**src/rtl/fp_unpack_pkg.sv**
```systemverilog
package fp_unpack_pkg;
  // Operand classes decided from the exponent and fraction fields
  typedef enum logic [1:0] {
    CLS_ZERO    = 2'd0,
    CLS_SUBNORM = 2'd1,
    CLS_NORMAL  = 2'd2,
    CLS_SPECIAL = 2'd3
  } op_class_e;
endpackage

```
**src/rtl/fp_field_decode.sv**
```systemverilog
module fp_field_decode
  import fp_unpack_pkg::*;
#(
  parameter int EXP_W  = 8,
  parameter int FRAC_W = 23
) (
  input  logic [EXP_W+FRAC_W-1:0] magnitude,
  output logic [EXP_W-1:0]        exp_field,
  output logic [FRAC_W-1:0]       frac_field,
  output op_class_e               op_class
);
  assign exp_field  = magnitude[FRAC_W +: EXP_W];
  assign frac_field = magnitude[FRAC_W-1:0];

  always_comb begin
    if (&exp_field)
      op_class = CLS_SPECIAL;
    else if (exp_field == '0)
      op_class = (frac_field == '0) ? CLS_ZERO : CLS_SUBNORM;
    else
      op_class = CLS_NORMAL;
  end
endmodule

```
**src/rtl/fp_value_build.sv**
```systemverilog
module fp_value_build
  import fp_unpack_pkg::*;
#(
  parameter int EXP_W      = 8,
  parameter int FRAC_W     = 23,
  parameter int OUT_W      = 32,
  parameter int HIDDEN_POS = 30
) (
  input  op_class_e          op_class,
  input  logic [EXP_W-1:0]   exp_field,
  input  logic [FRAC_W-1:0]  frac_field,
  output logic [OUT_W-1:0]   exponent,
  output logic [OUT_W-1:0]   mantissa
);
  localparam int ALIGN = HIDDEN_POS - FRAC_W;
  localparam logic signed [OUT_W-1:0] BIAS = OUT_W'((1 << (EXP_W - 1)) - 1);
  localparam logic [OUT_W-1:0] HIDDEN_MASK = {{(OUT_W-1){1'b0}}, 1'b1} << HIDDEN_POS;

  logic [OUT_W-1:0]        exp_ext;
  logic [OUT_W-1:0]        frac_ext;
  logic [OUT_W-1:0]        frac_aligned;
  logic signed [OUT_W-1:0] unbiased;

  assign exp_ext      = {{(OUT_W-EXP_W){1'b0}}, exp_field};
  assign frac_ext     = {{(OUT_W-FRAC_W){1'b0}}, frac_field};
  assign frac_aligned = frac_ext << ALIGN;
  assign unbiased     = $signed(exp_ext) - BIAS;

  always_comb begin
    unique case (op_class)
      CLS_SPECIAL: begin
        exponent = exp_ext;
        mantissa = frac_aligned;
      end
      CLS_ZERO: begin
        exponent = OUT_W'(-BIAS);
        mantissa = '0;
      end
      CLS_SUBNORM: begin
        exponent = OUT_W'(BIAS * -1 + 1);
        mantissa = frac_aligned;
      end
      default: begin
        exponent = unbiased;
        mantissa = frac_aligned | HIDDEN_MASK;
      end
    endcase
  end
endmodule

```
**src/rtl/fp_stream_reg.sv**
```systemverilog
module fp_stream_reg #(
  parameter int W = 64
) (
  input  logic         clk,
  input  logic         rst_n,
  input  logic         in_valid,
  output logic         in_ready,
  input  logic [W-1:0] in_data,
  output logic         out_valid,
  input  logic         out_ready,
  output logic [W-1:0] out_data
);
  logic load;

  assign in_ready = !out_valid || out_ready;
  assign load     = in_valid && in_ready;

  always_ff @(posedge clk) begin
    if (!rst_n) begin
      out_valid <= 1'b0;
      out_data  <= '0;
    end else begin
      if (in_ready) out_valid <= in_valid;
      if (load)     out_data  <= in_data;
    end
  end
endmodule

```
**src/rtl/fp_unpack_unit.sv**
```systemverilog
module fp_unpack_unit
  import fp_unpack_pkg::*;
#(
  parameter int EXP_W      = 8,
  parameter int FRAC_W     = 23,
  parameter int OUT_W      = 32,
  parameter int HIDDEN_POS = 30
) (
  input  logic                      clk,
  input  logic                      rst_n,
  input  logic                      in_valid,
  output logic                      in_ready,
  input  logic [EXP_W+FRAC_W:0]     in_operand,
  output logic                      out_valid,
  input  logic                      out_ready,
  output logic [OUT_W-1:0]          out_exponent,
  output logic [OUT_W-1:0]          out_mantissa
);
  localparam int MAG_W = EXP_W + FRAC_W;

  logic              sign_unused;
  logic [EXP_W-1:0]  exp_field;
  logic [FRAC_W-1:0] frac_field;
  op_class_e         op_class;
  logic [OUT_W-1:0]  exp_word;
  logic [OUT_W-1:0]  mant_word;
  logic [2*OUT_W-1:0] pair_q;

  // The sign never reaches the result words
  assign sign_unused = in_operand[MAG_W];

  fp_field_decode #(.EXP_W(EXP_W), .FRAC_W(FRAC_W)) u_decode (
    .magnitude  (in_operand[MAG_W-1:0]),
    .exp_field  (exp_field),
    .frac_field (frac_field),
    .op_class   (op_class)
  );

  fp_value_build #(
    .EXP_W(EXP_W), .FRAC_W(FRAC_W), .OUT_W(OUT_W), .HIDDEN_POS(HIDDEN_POS)
  ) u_build (
    .op_class   (op_class),
    .exp_field  (exp_field),
    .frac_field (frac_field),
    .exponent   (exp_word),
    .mantissa   (mant_word)
  );

  fp_stream_reg #(.W(2*OUT_W)) u_stage (
    .clk       (clk),
    .rst_n     (rst_n),
    .in_valid  (in_valid),
    .in_ready  (in_ready),
    .in_data   ({exp_word, mant_word}),
    .out_valid (out_valid),
    .out_ready (out_ready),
    .out_data  (pair_q)
  );

  assign out_exponent = pair_q[2*OUT_W-1:OUT_W];
  assign out_mantissa = pair_q[OUT_W-1:0];
endmodule

```
**config.mk**
```make
export PLATFORM = sky130hd
export DESIGN_NAME = fp_unpack_unit
export DESIGN_NICKNAME = d
export VERILOG_FILES = /design/src/rtl/fp_unpack_pkg.sv /design/src/rtl/fp_field_decode.sv /design/src/rtl/fp_value_build.sv /design/src/rtl/fp_stream_reg.sv /design/src/rtl/fp_unpack_unit.sv
export SDC_FILE = /design/constraint.sdc
export NUM_CORES = 1
export LEC_CHECK = 0
export ABC_CLOCK_PERIOD_IN_PS = 2900
export BUFFER_PORTS_ARGS = -buffer_cell sky130_fd_sc_hd__clkbuf_2
export CAP_MARGIN = 15
export CORE_ASPECT_RATIO = 0.8
export CORE_UTILIZATION = 47
export CTS_CLUSTER_DIAMETER = 200
export CTS_CLUSTER_SIZE = 8
export DETAILED_ROUTE_END_ITERATION = 16
export MAX_ROUTING_LAYER = met4
export PLACE_DENSITY = 0.85
export REMOVE_ABC_BUFFERS = 1
export SYNTH_ARGS = -nofsm -noshare
export SYNTH_HDL_FRONTEND = slang
export SYNTH_SLANG_ARGS = --single-unit
export TNS_END_PERCENT = 20
```
**constraint.sdc**
```tcl
create_clock -name clk -period 2.9 [get_ports clk]
set_input_delay 0.145 -clock clk [delete_from_list [all_inputs] [get_ports clk]]
set_output_delay 0.145 -clock clk [all_outputs]
set_load 0.02 [all_outputs]
```
## Word level (Yosys, flattened, before mapping)

Cells that the tools add are included.

- Bits in writable memories: 0
- Logic and storage cells: 18
- Latch bits: 0
- Output and inout bits: 66
- Memories kept: 0
- Bits of input ports: 36
- Memory bits (read-only): 0
- Flip-flop bits (word level): 65

- Reduce and logical (&&, ||, !) cells: 8
- Shifts and indexed selects: 0
- Equality and inequality tests: 2
- $add $sub $neg: 1
- Bitwise operators: 0
- Divide/modulo/power cells: 0
- $mul: 0
- Muxes and demuxes: 5
- $lt $le $gt $ge: 0

Operator list:

| operator | count |
|---|---|
| $pmux W32 S3 | 1 |
| $pmux W31 S2 | 1 |
| $logic_not A23 Y1 | 1 |
| $sub A8 B7 Y9 const B | 1 |
| $logic_not A8 Y1 | 1 |
| $reduce_and A8 Y1 | 1 |
| $mux W2 | 2 |
| $eq A2 B1 Y1 const B | 1 |
| $eq A2 B2 Y1 const B | 1 |
| $logic_not A2 Y1 | 1 |
| $reduce_or A2 Y1 | 1 |
| $logic_and A1 B1 Y1 | 1 |
| $logic_not A1 Y1 | 1 |
| $logic_or A1 B1 Y1 | 1 |
| $mux W1 | 1 |

## Longest topological paths before layout

Gate-level depths: netlist of run 1.

- Word-level depth: 7
- Gate-level depth with buffers: 7
- Depth with buffers taken out: 6

## By module

From an unflattened synthesis of run 1, not the netlist that was laid out.

- Cell total of the unflattened synthesis: 420
- Area total of the unflattened synthesis: 3599.7 um^2

By module, submodules not included:

| module | times used | sequential area each (um^2) | area an instance (um^2) | cells each |
|---|---|---|---|---|
| fp_stream_reg | 1 | 1301.2 | 2655.0 | 282 |
| fp_value_build | 1 | 0.0 | 611.8 | 92 |
| fp_field_decode | 1 | 0.0 | 332.8 | 46 |

## Worst setup path before layout of run 1

No wires, ideal clock.

- Kind: flip-flop to flip-flop
- Start: register u_stage.out_valid
- End: register u_stage.out_data[10]
- Period minus slack after synthesis: 1564 ps
- Stages on the path, launching flop included: 8
- Data arrival time: 1488 ps
- Slack: 1336 ps
- Cells stage by stage: dfxtp_1 -> nor2b_1 -> inv_1 -> nand2_1 -> buf_2 -> buf_2 -> nand2_1 -> a21boi_0

- Longest elaborated chain between the ends: 3

RTL lines:

| what | RTL line | text |
|---|---|---|
| from (decl) | fp_stream_reg.sv:9 | `output logic out_valid,` |
| from (signal assigned) | fp_stream_reg.sv:23 | `if (in_ready) out_valid <= in_valid;` |
| $logic_not A1 Y1 | fp_stream_reg.sv:15 | `assign in_ready = !out_valid \|\| out_ready;` |
| $logic_or A1 B1 Y1 | fp_stream_reg.sv:15 |  |
| named net in_ready | fp_unpack_unit.sv:12 | `output logic in_ready,` |
| $logic_and A1 B1 Y1 | fp_stream_reg.sv:16 | `assign load = in_valid && in_ready;` |
| to (signal assigned) | fp_stream_reg.sv:24 | `if (load) out_data <= in_data;` |
| to (decl) | fp_stream_reg.sv:11 | `output logic [W-1:0] out_data` |

The timed path passes the listed nets, and every way through them passes these cells.
A chain may end at the register's enable or synchronous reset.

## Worst setup path after layout of run 1

- Start: register u_stage.out_valid
- End: register u_stage.out_data[18]

- Longest elaborated chain between the ends: 3

RTL lines:

| what | RTL line |
|---|---|
| $logic_not A1 Y1 | fp_stream_reg.sv:15 |
| $logic_or A1 B1 Y1 | fp_stream_reg.sv:15 |
| $logic_and A1 B1 Y1 | fp_stream_reg.sv:16 |

No other way between the ends.

==> results of run 1 <==
-- worst max-delay path, delay by kind of cell, from the launching register on --
kind | cells | cell delay (ns)
compound gates | 1 | 0.17
buf+inv | 2 | 0.43
flops | 1 | 0.33
simple gates | 3 | 0.73
-- sequential cells by signal (all words and copies together), names as in the netlist --
register / count
u_stage.out_data: 33
u_stage.out_valid: 1
-- power groups by stage --
stage          combinational (µW)  clock, µW  sequential, µW
2_1_floorplan                69.1          0             584
3_3_place_gp                  226          0             524
3_5_place_dp                  228          0             525
4_1_cts                       228        448             515
5_1_grt                       248        469             519
6_report                      226        434             514
-- cells in the final DEF (no fill, tap or decap), drive strengths merged, types with 2 or more instances in the layout --
cell type	instances
a21boi	27
a21oi	2
a31oi	2
a32o	3
and3	3
buf	2
clkbuf	98
conb	8
dfxtp	34
ha	2
inv	4
nand2	54
nand3	7
nand4	2
nor2	4
nor4	5
o211ai	2
o21ai	2
o31ai	2
or3	3
-- metrics by stage --
stage,TNS [ns],instances,power [µW]
floorplan,-15.67,180,654
global placement,0,316,750
detailed placement,0,316,753
CTS,0,323,1190
global route,0,323,1240
finish,0,323,1170
-- cell families after synthesis --
family | Yosys count | share of synthesized area, %
AO/OA/AOI/OAI | 45 | 19.7
adder cells (fa/ha/maj) | 2 | 1.44
buffers and inverters | 45 | 16.5
flip-flops | 34 | 39.1
other | 1 | 0.215
AND/OR/NAND/NOR | 87 | 23.1
-- final cells by class --
cell class	count	area share [%]
Clock inverter	1	1.40
Sequential cell	34	31.8
Clock buffer	6	3.86
Multi-Input combinational cell	142	37.5
Timing Repair Buffer	94	22.2
Inverter	4	0.702
Tap cell	42	2.46
-- cells in the mapped netlist (all sizes together) --
cell type	number
or3	3
and4	1
or4	1
a32o	3
nand3b	1
a31o	1
ha	2
nor2	4
clkbuf	8
or2	1
o21ai	2
and3	3
a21o	1
o211ai	2
nor3	1
nor4	5
a211oi	1
o2111a	1
nand2	54
nand4	2
nand3	7
and2	1
conb	1
buf	33
nand4b	1
inv	4
a21oi	2
a31oi	2
o31ai	2
a21boi	27
o41a	1
or4b	1
dfxtp	34
nor2b	1
-- worst min path at each step --
stage | endpoint | cells past startpoint
3_5_place_dp | u_stage.out_data[9] | 3
2_1_floorplan | u_stage.out_data[32] | 2
6_report | u_stage.out_data[24] | 3
3_3_place_gp | u_stage.out_data[9] | 3
4_1_cts | u_stage.out_data[24] | 3
5_1_grt | u_stage.out_data[8] | 3
-- per-layer routing --
layer / share of wire (%) / wire length (µm) / track usage, % / up-vias
met4: 1.0 / 35 / 6.00 / 0
met5: 0 / 0 / - / -
met1: 47 / 1660 / 23.5 / 695
met3: 5.6 / 195 / 4.67 / 5
met2: 46 / 1600 / 30.8 / 54
li1: - / - / - / 831
==> metrics.sh, run 1 <==
INITIAL_CORE_UTIL_PCT=49.8
WORSTSETUPENDPOINT='u_stage.out_data[18]'
FIN_AREA_UM2=2140
DESIGN.FINAL.NETS=319
PRECTSSETUPSLACK_NS=1.17
NETSWITCHINGPOWER_uW=324
SEQ_AREA_FRAC_SYNTH_PCT=39.1
TOTAL_GLOBAL_ROUTING_OVERFLOW=0
FILLERINSTANCES=342
NUMBER_OF_GATES_RESIZED_AFTER_CTS=0
MULTI_INPUT_COMB_AREA_UM2=802
PIN_COUNT=102
P_INT_uW=851
POST-CTS-SETUP-BUFFER-COUNT=0
TIMING.CRITICAL_PATH.TO_TYPE='register'
CRIT-REG2REG-CAPTURE='u_stage.out_data[18]'
CPPEAKSTAGEDELAY_NS=0.42
GRT_PASS1_WL_UM=5860
WORSTPATHREQUIRED_NS=3.10
CRIT_TOP_CELL='nand2_1'
FLOW.AREA_GROWTH_FROM_SYNTHESIS_PCT=22.8
CLKLATENCYLATEPIN_NS=0.28
CLOCK_SINKS=34
PORT_BUFFERS=92
DRIVE_ABOVE_1_SHARE_PCT=37.7
FINALCLOCKSKEW_NS=0.00541
SYN_AREA_UM2=1740
HTREE_NUM_LEVELS=2
YOSYS.AREA.TOP_TYPE_SHARE_PCT=39.1
VDD_DROP_MAX_V=0.000468
HOLD_PATH_STARTPOINT='in_operand[17]'
CRIT_SLOWEST_CELL='nand2_1'
SETUP_VIOL_COUNT_FINAL=0
YOSYS_REGISTER_BITS=34
CTS_MADE_BUFFERS=5
HOLD_CLASS='input pin to register'
MEAN_POST_SYNTH_CELL_AREA_UM2=8.14
TRITONCTS='yes'
CRITPATHKIND='register to register'
CORE_AREA_UM2=3490
TIMING.CRITICAL_PATH.CELLS='nor2b_1 > inv_1 > nand2_1 > buf_4 > nand2_1 > a21boi_0'
DP.FINAL_HPWL_UM=2640
CTS_BUFFER_DEPTH=2
MAX_SLEW_HEADROOM_PCT=59.4
RESIDUAL_DRC_COUNT=0
YS_TYPES=36
SYNTHDOMINANTAREACELLTYPE='dfxtp_1'
CTS.CLK_SLEW.WORST_PATHS_NS=0.07
DRT_PRE_ANTENNA_ITERS=4
PLACED_CELL_AREA_UM2=2030
NETSWITCHINGFRACTION_PCT=27.5
WORST-R2R-SETUP-SLACK_NS=1.18
TIMING.FINAL.CRIT_PERIOD_NS=1.72
WORST_SETUP_PATH_START_KIND='register'
FF_LATCH_AREA_UM2=681
PWR-SHARE-SEQ_PCT=43.8
DEPTH_OF_THE_WORST_REGISTER_TO_REGISTER_PATH=6
ROUTED-VIA-COUNT=1585
DIODE_INSERTION_COUNT_FOR_ANTENNA_REPAIR=0
MAX-CAP-VIOLATIONS=0
AVGVIACOUNTPERCELL=4.91
NUM_ROWS=19
HOLD_WS_NS=0.103
SYNTHTOPCELLSBYAREA='dfxtp_1 (39%), buf_4 (13%), a21boi_0 (12%), nand2_1 (12%), nand3_1 (2.0%)'
DETAIL_ROUTE.WL_PER_CELL_UM=10.8
TIMING.FINAL.WS_SETUP_NS=1.18
OVERALL_DIE_HEIGHT_UM=56.4
POWER-PER-CELL-AREA_nW_PER_UM2=549
SLEW_VIOLATIONS=0
CTS_HOLD_BUF=0
CTS_ROOT_BUFFER='clkbuf_8'
CLOCK.FMAX_GHz=0.580
WORST_R2R_STARTPOINT='u_stage.out_valid'
GRT.TOTAL_USAGE_PCT=19.0
P_LEAK_uW=0.00103
PERIOD_SHARE_PCT=59.5
UTILIZATION_PCT=61.2
WORSTPATHMAXFANOUT=17
DIE_W_UM=70.1
TIMING.CRITICAL_PATH.FROM='u_stage.out_valid'
COMB_POWER_SHARE_PCT=19.3
PIN_COUNT_OF_THE_BIGGEST_NET_ENTERING_GLOBAL_ROUTING=35
GRT_SETUP_UNREPAIRED='no'
GRT_PASS1_VIAS=1343
WORST-ENDPOINT-ARRIVAL_NS=1.93
POSTSYNTHCELLCOUNT=214
WORST_MAX_SLEW_PIN_SLEW_NS=0.607
REPORT.FINAL.HOLD_VIOL_COUNT=0
YOSYSWARNINGS=0
SUM_OF_ROUTED_WIRE_LENGTH_OVER_ALL_LAYERS_UM=3490
DRT-INITIAL-DRC-COUNT=50
DIE_AREA_UM2=3950
ANTENNA_FOUND_INITIAL=0
ROUTABILITYCONGESTION=0.843
RUN_STATUS='finished clean'
POWER.SHARE.CLOCK_PCT=37.0
FINAL_ANTENNA_NET_COUNT=0
Note: power is estimated with default switching activity, not from simulation.
==> run 2, diff against run 1 <==
ABC_CLOCK_PERIOD_IN_PS = 1700   (was 2900)
CORE_UTILIZATION = 43   (was 47)
PLACE_DENSITY = 0.79   (was 0.85)
clock period = 1.7 ns   (was 2.9 ns; I/O delays follow)
==> metrics.sh, run 2 (synthesis results as in run 1) <==
RUN_STATUS='finished clean'  # unchanged
OVERALL_DIE_HEIGHT_UM=58.9  # was 56.4 µm
GLOBALROUTEMET1UTIL_PCT=21.2  # was 23.5%
WORST_SETUP_PATH_START_KIND='register'  # unchanged
MAX-CAP-VIOLATIONS=0  # unchanged
MAX_SLEW_HEADROOM_PCT=59.4  # about the same
HOLD-PATH-ENDPOINT='u_stage.out_data[22]'  # was u_stage.out_data[24]
POWER-PER-CELL-AREA_nW_PER_UM2=921  # was 549 nW/µm²
HOLD_PATH_STARTPOINT='in_operand[15]'  # was in_operand[17]
FINAL_ANTENNA_NET_COUNT=0  # unchanged
DIE_AREA_UM2=4310  # was 3950 µm²
ROUTED-VIA-COUNT=1631  # was 1585
DEPTH_OF_THE_WORST_REGISTER_TO_REGISTER_PATH=6  # unchanged
SUM_OF_ROUTED_WIRE_LENGTH_OVER_ALL_LAYERS_UM=3810  # was 3490 µm
DETAIL_ROUTE.WL_PER_CELL_UM=11.2  # was 10.8 µm
SETUP_VIOL_COUNT_FINAL=0  # unchanged
WORST_R2R_STARTPOINT='u_stage.out_valid'  # unchanged
VDD_DROP_MAX_V=0.000483  # was 0.000468 V
DPL.CELL_COUNT=333  # was 316
WORSTPATHREQUIRED_NS=1.91  # was 3.10 ns
CTS_ROOT_BUFFER='clkbuf_8'  # unchanged
GR-USAGE-MET3_PCT=6.85  # was 4.67%
WORST-ENDPOINT-ARRIVAL_NS=1.64  # was 1.93 ns
CTS_BUFFER_DEPTH=2  # unchanged
INITIAL_CORE_UTIL_PCT=45.5  # was 49.8%
WORSTPATHMAXFANOUT=9  # was 17
FLOW.AREA_GROWTH_FROM_SYNTHESIS_PCT=26.1  # was 22.8%
GLOBAL_ROUTE.PEAK_USAGE_LAYER='met2'  # unchanged
REPORT.FINAL.HOLD_VIOL_COUNT=0  # unchanged
DRIVE_ABOVE_1_SHARE_PCT=38.6  # was 37.7%
PERIOD_SHARE_PCT=84.2  # was 59.5%
CRITPATHKIND='register to register'  # unchanged
RESIDUAL_DRC_COUNT=0  # unchanged
CLOCK_SINKS=34  # unchanged
CLOCK.FMAX_GHz=0.699  # was 0.580 GHz
POST-CTS-SETUP-BUFFER-COUNT=0  # unchanged
FILLERINSTANCES=378  # was 342
TRITONCTS='yes'  # unchanged
PIN_COUNT=102  # unchanged
REGISTERS.TOP_BY_FF_COUNT='u_stage.out_data'  # unchanged
NETSWITCHINGPOWER_uW=562  # was 324 µW
MAX_FFS_PER_REGISTER=33  # unchanged
WHS_PATH_DEPTH=3  # unchanged
NUMBER_OF_GATES_RESIZED_AFTER_CTS=0  # unchanged
CLKLATENCYLATEPIN_NS=0.28  # about the same
CTS.CLK_SLEW.WORST_PATHS_NS=0.07  # about the same
PIN_COUNT_OF_THE_BIGGEST_NET_ENTERING_GLOBAL_ROUTING=27  # was 35
NETSWITCHINGFRACTION_PCT=27.8  # was 27.5%
GRT.TOTAL_USAGE_PCT=18.2  # was 19.0%
DIODE_INSERTION_COUNT_FOR_ANTENNA_REPAIR=0  # unchanged
CTS_HOLD_BUF=0  # unchanged
PLACED_CELL_AREA_UM2=2080  # was 2030 µm²
TIMING.CRITICAL_PATH.TO_TYPE='register'  # unchanged
WORST_MAX_SLEW_PIN_SLEW_NS=0.608  # was 0.607 ns
DIE_W_UM=73.2  # was 70.1 µm
P_INT_uW=1460  # was 851 µW
PORT_BUFFERS=92  # unchanged
CTS_MADE_BUFFERS=5  # unchanged
POST_LAYOUT_NONFILLER_INSTANCES=340  # was 323
TOTAL_GLOBAL_ROUTING_OVERFLOW=0  # unchanged
SLEW_VIOLATIONS=0  # unchanged
LAYOUT.CELLS.MOST_COMMON_LIST='clkbuf_2 (92), nand2_1 (54), dfxtp_1 (34), a21boi_0 (27), conb_1 (8)'  # unchanged
DP.FINAL_HPWL_UM=2850  # was 2640 µm
POWER.SHARE.CLOCK_PCT=36.8  # was 37.0%
DRT_PRE_ANTENNA_ITERS=4  # unchanged
WORST-R2R-SETUP-SLACK_NS=0.27  # was 1.18 ns
PWR-SHARE-SEQ_PCT=43.3  # was 43.8%
MET2_USAGE_PCT=28.8  # was 30.8%
DESIGN.FINAL.NETS=323  # was 319
CORE_AREA_UM2=3830  # was 3490 µm²
AVGVIACOUNTPERCELL=4.80  # was 4.91
LARGEST_REGISTERS='u_stage.out_data (33), u_stage.out_valid (1)'  # unchanged
TIMING.FINAL.CRIT_PERIOD_NS=1.43  # was 1.72 ns
HOLD_CLASS='input pin to register'  # unchanged
DRT-INITIAL-DRC-COUNT=48  # was 50
GRT_SETUP_UNREPAIRED='no'  # unchanged
P_LEAK_uW=0.00106  # was 0.00103 µW
ANTENNA_FOUND_INITIAL=0  # unchanged
ROUTABILITYCONGESTION=0.862  # was 0.843
FIN_AREA_UM2=2200  # was 2140 µm²
CRIT-REG2REG-CAPTURE='u_stage.out_data[62]'  # was u_stage.out_data[18]
LAYOUT_COMMONEST_CELL='clkbuf_2'  # unchanged
GRT_PASS1_VIAS=1364  # was 1343
FINALCLOCKSKEW_NS=0.00367  # was 0.00541 ns
GRT_PASS1_WL_UM=5780  # was 5860 µm
NUM_ROWS=20  # was 19
HTREE_NUM_LEVELS=2  # unchanged
COMB_POWER_SHARE_PCT=19.9  # was 19.3%
run 2: how the worst max path moves through the flow:
stage | from | to | cells past startpoint | slack, ns
floorplan | u_stage.out_data[62] | u_stage.out_data[62] | 2 | -2.06
detailed placement | in_operand[23] | u_stage.out_data[32] | 6 | 0.11
finish | u_stage.out_valid | u_stage.out_data[62] | 6 | 0.27
global route | u_stage.out_valid | u_stage.out_data[25] | 6 | 0.06
CTS | u_stage.out_valid | u_stage.out_data[62] | 6 | 0.25
global placement | in_operand[23] | u_stage.out_data[32] | 6 | 0.14
run 2: power by group through the flow:
stage | combinational, µW | sequential [µW] | clock, µW
after floorplan | 118 | 997 | 0
after global placement | 400 | 894 | 0
after detailed placement | 405 | 895 | 0
after CTS | 406 | 877 | 773
after global routing | 441 | 883 | 810
final | 402 | 876 | 745
run 2: routing by layer:
layer	routed length, µm	share of wire, %
met1	1850	48
met2	1680	44
met3	245	6.4
met4	42	1.1
met5	0	0
run 2: worst max-delay path, stage by stage (launching register included):
cell and delay [ns]:
dfxtp_1 0.32, nor2b_1 0.23, inv_1 0.12, nand2_1 0.24, buf_4 0.22, nand2_1 0.06, a21boi_0 0.16
run 2: per-stage QoR:
step | hold WS (ns) | worst slack, ns | TNS [ns] | power [µW] | util (%)
3_3_place_gp | 0.337 | 0.137 | 0 | 1290 | 54.4
4_1_cts | 0.0369 | 0.252 | 0 | 2060 | 57.4
5_1_grt | 0.0444 | 0.0594 | 0 | 2130 | 57.4
3_5_place_dp | 0.343 | 0.110 | 0 | 1300 | 54.4
6_report | 0.0401 | 0.269 | 0 | 2020 | 57.4
2_1_floorplan | 0.223 | -2.06 | -46.11 | 1110 | -
run 2: layout make-up:
cell class / instances / area (µm²) / share of cell area (%)
Multi-Input combinational cell: 142 / 802 / 36.5
Sequential cell: 34 / 681 / 31.0
Timing Repair Buffer: 98 / 518 / 23.6
Clock buffer: 6 / 82.6 / 3.76
Tap cell: 55 / 68.8 / 3.13
Clock inverter: 1 / 30.0 / 1.37
Inverter: 4 / 15.0 / 0.683
==> run 3, diff against run 2 <==
ABC_CLOCK_PERIOD_IN_PS = 1300   (was 1700)
CORE_UTILIZATION = 39   (was 43)
PLACE_DENSITY = 0.76   (was 0.79)
clock period = 1.3 ns   (was 1.7 ns; I/O delays follow)
==> metrics.sh, run 3 (synthesis results as in run 1) <==
FAMILY_WITH_THE_MOST_DELAY_ON_THE_WORST_PATH='simple AND/OR/NAND/NOR gates'  # unchanged
SLEW_VIOLATIONS=0  # unchanged
NETSWITCHINGPOWER_uW=765  # was 562 µW
NETSWITCHINGFRACTION_PCT=28.0  # was 27.8%
SUM_OF_ROUTED_WIRE_LENGTH_OVER_ALL_LAYERS_UM=4290  # was 3810 µm
DETAIL_ROUTE.WL_PER_CELL_UM=12.0  # was 11.2 µm
PIN_COUNT=102  # unchanged
CPPEAKSTAGEDELAY_NS=0.32  # about the same
ROUTED-VIA-COUNT=1701  # was 1631
DESIGN.FINAL.NETS=339  # was 323
CTS_BUFFER_DEPTH=2  # unchanged
LAYOUT_COMMONEST_CELL='clkbuf_2'  # unchanged
DRIVE_ABOVE_1_SHARE_PCT=44.9  # was 38.6%
FIN_TNS_SETUP_NS=0  # unchanged
TIMING.CRITICAL_PATH.CELLS='nor2b_4 > buf_6 > nor2_4 > buf_12 > nand4b_1 > o2111a_1'  # was nor2b_1 > inv_1 > nand2_1 > buf_4 > nand2_1 > a21boi_0
REGISTERS.TOP_BY_FF_COUNT='u_stage.out_data'  # unchanged
CTS_ROOT_BUFFER='clkbuf_8'  # unchanged
PIN_COUNT_OF_THE_BIGGEST_NET_ENTERING_GLOBAL_ROUTING=30  # was 27
OVERALL_DIE_HEIGHT_UM=61.8  # was 58.9 µm
HOLD_CLASS='input pin to register'  # unchanged
SETUP_VIOL_COUNT_FINAL=0  # unchanged
CRIT_SLOWEST_CELL='dfxtp_2'  # was dfxtp_1
FILLERINSTANCES=407  # was 378
WORSTPATHMAXFANOUT=8  # was 9
FLOW.AREA_GROWTH_FROM_SYNTHESIS_PCT=38.7  # was 26.1%
GRT_PASS1_VIAS=1404  # was 1364
LAYOUT.CELLS.MOST_COMMON_LIST='clkbuf_2 (92), nand2_1 (51), dfxtp_1 (33), a21boi_1 (18), buf_4 (16)'  # was clkbuf_2 (92), nand2_1 (54), dfxtp_1 (34), a21boi_0 (27), conb_1 (8)
MULTI_INPUT_COMB_AREA_UM2=847  # was 802 µm²
PWR-SHARE-SEQ_PCT=41.7  # was 43.3%
DPL.CELL_COUNT=348  # was 333
GRT_PASS1_WL_UM=6180  # was 5780 µm
FINAL_ANTENNA_NET_COUNT=0  # unchanged
POWER.SHARE.CLOCK_PCT=35.5  # was 36.8%
CTS_MADE_BUFFERS=5  # unchanged
DIE_AREA_UM2=4740  # was 4310 µm²
CTS_HOLD_BUF=0  # unchanged
PRECTSSETUPSLACK_NS=-0.237  # was 0.110 ns
CRITPATHKIND='register to register'  # unchanged
WORST_SETUP_PATH_START_KIND='register'  # unchanged
FIN_AREA_UM2=2420  # was 2200 µm²
CLOCK.FMAX_GHz=0.787  # was 0.699 GHz
POST_LAYOUT_NONFILLER_INSTANCES=358  # was 340
FF_LATCH_AREA_UM2=682  # was 681 µm²
MAX-CAP-VIOLATIONS=0  # unchanged
P_INT_uW=1970  # was 1460 µW
GRT_SETUP_UNREPAIRED='yes'  # was no
P_LEAK_uW=0.00118  # was 0.00106 µW
PORT_BUFFERS=92  # unchanged
DRT-INITIAL-DRC-COUNT=55  # was 48
DIODE_INSERTION_COUNT_FOR_ANTENNA_REPAIR=0  # unchanged
TRITONCTS='yes'  # unchanged
AVGVIACOUNTPERCELL=4.75  # was 4.80
CTS.CLK_SLEW.WORST_PATHS_NS=0.07  # about the same
REPORT.FINAL.HOLD_VIOL_COUNT=0  # unchanged
TIMING.FINAL.CRIT_PERIOD_NS=1.27  # was 1.43 ns
NUM_ROWS=21  # was 20
COMB_POWER_SHARE_PCT=22.7  # was 19.9%
INITIAL_CORE_UTIL_PCT=41.2  # was 45.5%
MAX_FFS_PER_REGISTER=33  # unchanged
TOTAL_GLOBAL_ROUTING_OVERFLOW=0  # unchanged
CLOCK_SINKS=34  # unchanged
WORSTPATHREQUIRED_NS=1.47  # was 1.91 ns
VDD_DROP_MAX_V=0.000738  # was 0.000483 V
DRT_PRE_ANTENNA_ITERS=4  # unchanged
PLACED_CELL_AREA_UM2=2180  # was 2080 µm²
TIMING.FINAL.WS_SETUP_NS=0.0296  # was 0.269 ns
RESIDUAL_DRC_COUNT=0  # unchanged
FINALCLOCKSKEW_NS=0.00225  # was 0.00367 ns
CLKLATENCYLATEPIN_NS=0.28  # about the same
HTREE_NUM_LEVELS=2  # unchanged
DIE_W_UM=76.7  # was 73.2 µm
GRT.TOTAL_USAGE_PCT=17.4  # was 18.2%
WORST-PATH-BUF-INV=2  # unchanged
ANTENNA_FOUND_INITIAL=0  # unchanged
POST-CTS-SETUP-BUFFER-COUNT=0  # unchanged
TIMING.CRITICAL_PATH.TO_TYPE='register'  # unchanged
ROUTABILITYCONGESTION=0.820  # was 0.862
LARGEST_REGISTERS='u_stage.out_data (33), u_stage.out_valid (1)'  # unchanged
WORST-ENDPOINT-ARRIVAL_NS=1.45  # was 1.64 ns
CORE_AREA_UM2=4230  # was 3830 µm²
DP.FINAL_HPWL_UM=3020  # was 2850 µm
PERIOD_SHARE_PCT=97.7  # was 84.2%
RUN_STATUS='finished clean'  # unchanged
POWER-PER-CELL-AREA_nW_PER_UM2=1130  # was 921 nW/µm²
run 3: cell types whose count changed in the layout (fill, tap and decap cells not counted), sizes merged:
cell,change
buf,+14
clkbuf,+2
run 3: worst paths after layout:
| path | from | to | slack [ns] | cells after the start |
|---|---|---|---|---|
| hold / removal | in_operand[3] | u_stage.out_data[10] | 0.01 | 3 |
| setup / recovery | u_stage.out_valid | u_stage.out_data[39] | 0.03 | 6 |
| hold reg to reg | u_stage.out_data[28] | u_stage.out_data[28] | 0.45 | 2 |
| setup reg to reg | u_stage.out_valid | u_stage.out_data[39] | 0.03 | 6 |
run 3: layout make-up:
type | count | share of cell area [%]
Sequential cell | 34 | 28.2
Clock inverter | 1 | 1.24
Timing Repair Buffer | 114 | 28.5
Inverter | 4 | 0.621
Clock buffer | 6 | 3.42
Multi-Input combinational cell | 142 | 35.1
Tap cell | 57 | 2.95
run 3: worst register-to-register path, stage by stage, from the launching register on:
cell	delay [ns]
dfxtp_2	0.32
nor2b_4	0.12
buf_6	0.11
nor2_4	0.23
buf_12	0.17
nand4b_1	0.08
o2111a_1	0.13
run 3: power by group through the flow:
stage / combinational [µW] / sequential [µW] / clock (µW)
6_report: 622 / 1140 / 973
5_1_grt: 682 / 1150 / 1040
4_1_cts: 571 / 1140 / 999
3_5_place_dp: 566 / 1160 / 0
3_3_place_gp: 559 / 1160 / 0
2_1_floorplan: 154 / 1300 / 0
run 3: layer usage:
layer	GRT usage, %	part of all wire [%]	vias up
met1	20.3	46	756
met2	29.5	47	66
met3	4.23	5.9	8
met4	7.42	1.3	0
li1	-	-	871
met5	-	0	-
run 3: per-stage QoR:
| step | power (µW) | utilization (%) | hold slack [ns] |
|---|---|---|---|
| CTS | 2710 | 54.5 | 0.0170 |
| global route | 2870 | 57.1 | 0.0150 |
| floorplan | 1460 | - | 0.203 |
| detailed placement | 1730 | 51.6 | 0.320 |
| global placement | 1720 | 51.6 | 0.315 |
| finish | 2740 | 57.1 | 0.0133 |
run 3: timing repair:
item                                    in CTS  in global routing
resized for setup                            2                 35
endpoints found under the setup margin      17                 34
gates cloned                                 0                  3
pin swaps                                    0                  6
